$ cat src/rtl/permit_logic.sv
module permit_logic #(
  parameter int unsigned N_OUT  = 4,
  parameter int unsigned N_PRIO = 4,
  localparam int unsigned TBL_W = N_OUT * N_PRIO,
  localparam int unsigned IDX_W = (N_OUT > 1) ? $clog2(N_OUT) : 1,
  localparam int unsigned PRIO_W = (N_PRIO > 1) ? $clog2(N_PRIO) : 1
) (
  input  logic [TBL_W-1:0]  tbl_i,
  input  logic [N_PRIO-1:0] mem_i,
  input  logic [PRIO_W-1:0] prio_i,
  input  logic              mono_i,
  input  logic              dest_ok_i,
  input  logic [IDX_W-1:0]  dest_idx_i,
  output logic              permit_o
);
  logic [N_OUT-1:0] row [N_PRIO];

  for (genvar p = 0; p < N_PRIO; p++) begin : g_row
    assign row[p] = tbl_i[p*N_OUT +: N_OUT];
  end

  logic [N_OUT-1:0] sel_row;
  logic             mem_ok;
  logic             q_ok;

  always_comb begin
    sel_row = row[prio_i];
    mem_ok  = mem_i[prio_i];
    q_ok    = dest_ok_i && sel_row[dest_idx_i];
    permit_o = mem_ok && (!mono_i || q_ok);
  end
endmodule

$ cat config.mk
export PLATFORM = sky130hd
export DESIGN_NAME = permit_logic
export DESIGN_NICKNAME = d
export VERILOG_FILES = /design/src/rtl/permit_logic.sv
export SDC_FILE = /design/constraint.sdc
export NUM_CORES = 1
export LEC_CHECK = 0
export BUFFER_PORTS_ARGS = -buffer_cell sky130_fd_sc_hd__buf_2
export CAP_MARGIN = 20
export CORE_AREA = 10 10 47 49
export DETAILED_ROUTE_END_ITERATION = 8
export DIE_AREA = 0 0 57 59
export SYNTH_ARGS = -nofsm -noshare
export SYNTH_HDL_FRONTEND = slang
export SYNTH_SLANG_ARGS = --single-unit
$ cat constraint.sdc
create_clock -name vclk -period 1.8
set_input_delay 0.36 -clock vclk [all_inputs]
set_output_delay 0.36 -clock vclk [all_outputs]
set_load 0.05 [all_outputs]
==> reports/summary.md <==
The run finished, with violations left. The checks that failed: setup timing. Routability-driven placement finished with a final weighted congestion of 0.789. The tools report the category of the worst setup path launch point as an input pin. The standard cell with the maximum stage delay on the critical path was mux4_2.

Count of input and output buffers: 27. The design has 0 sequential cells. On the worst path, the slowest cell contributes a delay of 520 ps. The tools report the worst path required time as 1440 ps. In this run the static leakage power is 0.000224 µW. The first global-routing pass estimated 1650 µm of wire. After detailed routing, the average wire length per cell comes to 14.3 µm.

The final count of hold timing violations came out at 0. The share of the Yosys chip area taken by registers is 0%. In this run the core area contains 14 standard-cell rows. The count of nets left with antenna violations once routing finished came out at 0. The floorplan step defined a die boundary enclosing 3360 µm². The total overflow reported by the global router was 0. The synthesized netlist occupies a cell area of 208 µm².

After synthesis, the largest family of logic cells by area is simple AND/OR/NAND/NOR gates. The number of antenna violations at the first check in global routing was 0; the time the final worst path needs with I/O delays and setup was 1930 ps. Summing the areas of all compound-gate instances in the mapped netlist gives 25.9% of the synthesized area. The run gives 5.70% as the global-route usage over all layers.

The layout has 0 clock buffers. Setup repair after global routing could not meet its margin everywhere. Summed over all layers, the routed wires come to 1030 µm. Dividing the synthesized area by the synthesized cell count gives 8.31 µm². The core region is 1400 µm².

The cell type group with the largest total delay on the critical path was multiplexers. The number of failing setup endpoints in the final timing report is 1. The count of nets after finishing was 84. For the remaining max-slew budget at the tightest pin, the log shows 81.7%. Post-synth net total: 51. The count of unique library cells instantiated by Yosys came out at 17. Walking the worst path, the cells encountered are buf_8, mux4_2, nand3_2, nor4_2, a211o_2, buf_8.

The power per cell area works out to 243 nW/µm². The path class of the tightest hold or removal check is input pin to output pin. The number of max-slew violations in the final report came out at 0. The worst-case IR drop observed on VDD is 0.143 mV.

For the least setup slack across all paths after layout, the log shows -132 ps. Relative to the synthesized area, the layout overhead comes to 142%. After synthesis, the share of cell area in mux cells is 32.5%.

The transition at the pin with the smallest max-transition slack is 272 ps. By area the synthesized netlist is led by mux2_2 16%, mux4_2 11%, a2111oi_0 8.4%, a211oi_1 7.2%, and2b_1 7.2%. Buffers inserted to repair hold after CTS numbered 0. The highest achievable clock rate was 517 MHz; the iteration count of the initial detailed-routing pass was 1.

In this run the horizontal extent of the chip is 57 µm. Once the floorplan was initialized, standard cells occupied 14.8% of the core. The share of the synthesized area in the top cell type was 16.3%; the chip height was 59 µm. DRC violation total after the first TritonRoute iteration: 0.

The tools report the critical path capture point type as an output pin. Of the total synthesized cell area, the portion taken by AND, OR, NAND and NOR gates is 36.1%. The logs give 8 for the pin count of the biggest net entering global routing and 27 for the I/O pin total.

Across the run, the number of max-cap violations was 0. Maximum net fanout on the critical path: 3. Synthesis produced a netlist whose cell count is 25. 0 antenna diodes ended up in the layout. Yosys printed 0 warnings. The DRC violation count after routing is 0.

The final cell utilization of the core is 35.9%, and the post-placement setup slack is -284 ps. Cells with a size suffix above 1 make up 82.1% of the layout. The share of the clock period used by the worst path after layout came out at 107%.

The most numerous cell type found on the critical path is buf_8. By startpoint and endpoint, the worst setup path is classified as input pin to output pin. STA puts the critical path data arrival time at 1570 ps. For this block, the via count after detailed routing is 329. Critical path buffer and inverter count: 2. The xor-xnor portion of the synthesized cell area was 0%. The post-detailed-route via-to-cell ratio is 4.57, and the area taken by flip-flops and latches is 0 µm².

After filler insertion, the fill cell instance count of the layout stands at 165. The run gives 401 as the number of global-route vias before repair. Half-perimeter wire length after placement: 858 µm. Of all cell types, the one taking the most synthesized area is mux2_2. After Yosys synthesis, full adders, half adders and majority gates account for 0% of the synthesized area.
## synth_stat cells (2+ instances only)
cell type / count
and2b_1: 2
a211oi_1: 2
o22ai_1: 2
nor4_1: 2
a2111oi_0: 2
nand2b_1: 2
mux2_2: 3
## what timing repair did
item | 4_1_cts | 5_1_grt
buffers inserted | 0 | 0
pin swaps | 2 | 5
gates resized for setup | 14 | 7
endpoints found under the setup margin | 1 | 1
endpoints found under the hold margin | 0 | 0
## per-stage QoR
step                cell area [µm²]  hold slack [ps]  total power, µW  instances  setup TNS, ps
global route                    503             1160              133         72           -180
CTS                             459             1140              111         72           -149
finish                          503             1130              122         72           -132
global placement                394             1230             87.9         72           -260
detailed placement              394             1230             89.2         72           -284
floorplan                       213             1010             46.6         25              0
## layout make-up
type                            count  area, µm²  area share (%)
Multi-Input combinational cell     23        270            53.7
Tap cell                           16       20.0            3.98
Timing Repair Buffer               32        209            41.5
Inverter                            1       3.75           0.746
## cell families (layout without fill, tap and decap cells)
group / count (synthesis) / in the layout
AND/OR/NAND/NOR: 11 / 11
buffers and inverters: 2 / 33
multiplexers: 5 / 5
AO/OA/AOI/OAI: 7 / 7
## tightest hold or removal path: cells and delay by family
family,cells,cell delay [ps]
buf+inv,3,280
compound gates,1,130
## power by group
| part | switching (µW) | total [µW] | internal [µW] | leakage, µW |
|---|---|---|---|---|
| sequential | 0 | 0 | 0 | 0 |
| combinational | 52.5 | 122 | 69.7 | 0.000224 |
| clock | 0 | 0 | 0 | 0 |
| total | 52.5 | 122 | 69.7 | 0.000224 |
## layout by cell type, fill, tap and decap left out
master / synthesis / layout
a2111oi_4: 0 / 2
a211o_2: 0 / 1
a211oi_2: 0 / 1
a211oi_4: 0 / 1
and2b_1: 2 / 2
and2b_2: 1 / 1
and2b_4: 1 / 1
buf_2: 0 / 23
buf_4: 1 / 4
buf_6: 0 / 3
buf_8: 0 / 2
inv_1: 1 / 1
mux2_1: 1 / 1
mux2_2: 3 / 3
mux4_2: 1 / 1
nand2_1: 1 / 1
nand2b_1: 2 / 2
nand3_2: 0 / 1
nand3b_1: 1 / 1
nor4_1: 2 / 1
nor4_2: 0 / 1
o22ai_1: 2 / 1
o22ai_2: 0 / 1
## per-layer routing
| layer | track usage [%] | routed length, µm | vias up | share of wire, % |
|---|---|---|---|---|
| met1 | 6.52 | 447 | 144 | 43 |
| li1 | - | - | 164 | - |
| met2 | 10.1 | 457 | 21 | 44 |
| met3 | 2.58 | 122 | 0 | 12 |
| met5 | 0 | 0 | - | 0 |
| met4 | 0 | 0 | 0 | 0 |
## path summary, 6_finish.rpt
path | from | to | slack [ps] | cells after the start
hold / removal | mono_i | permit_o | 1130 | 4
setup / recovery | prio_i[0] | permit_o | -130 | 6
Power figures use the tool's default switching activity.
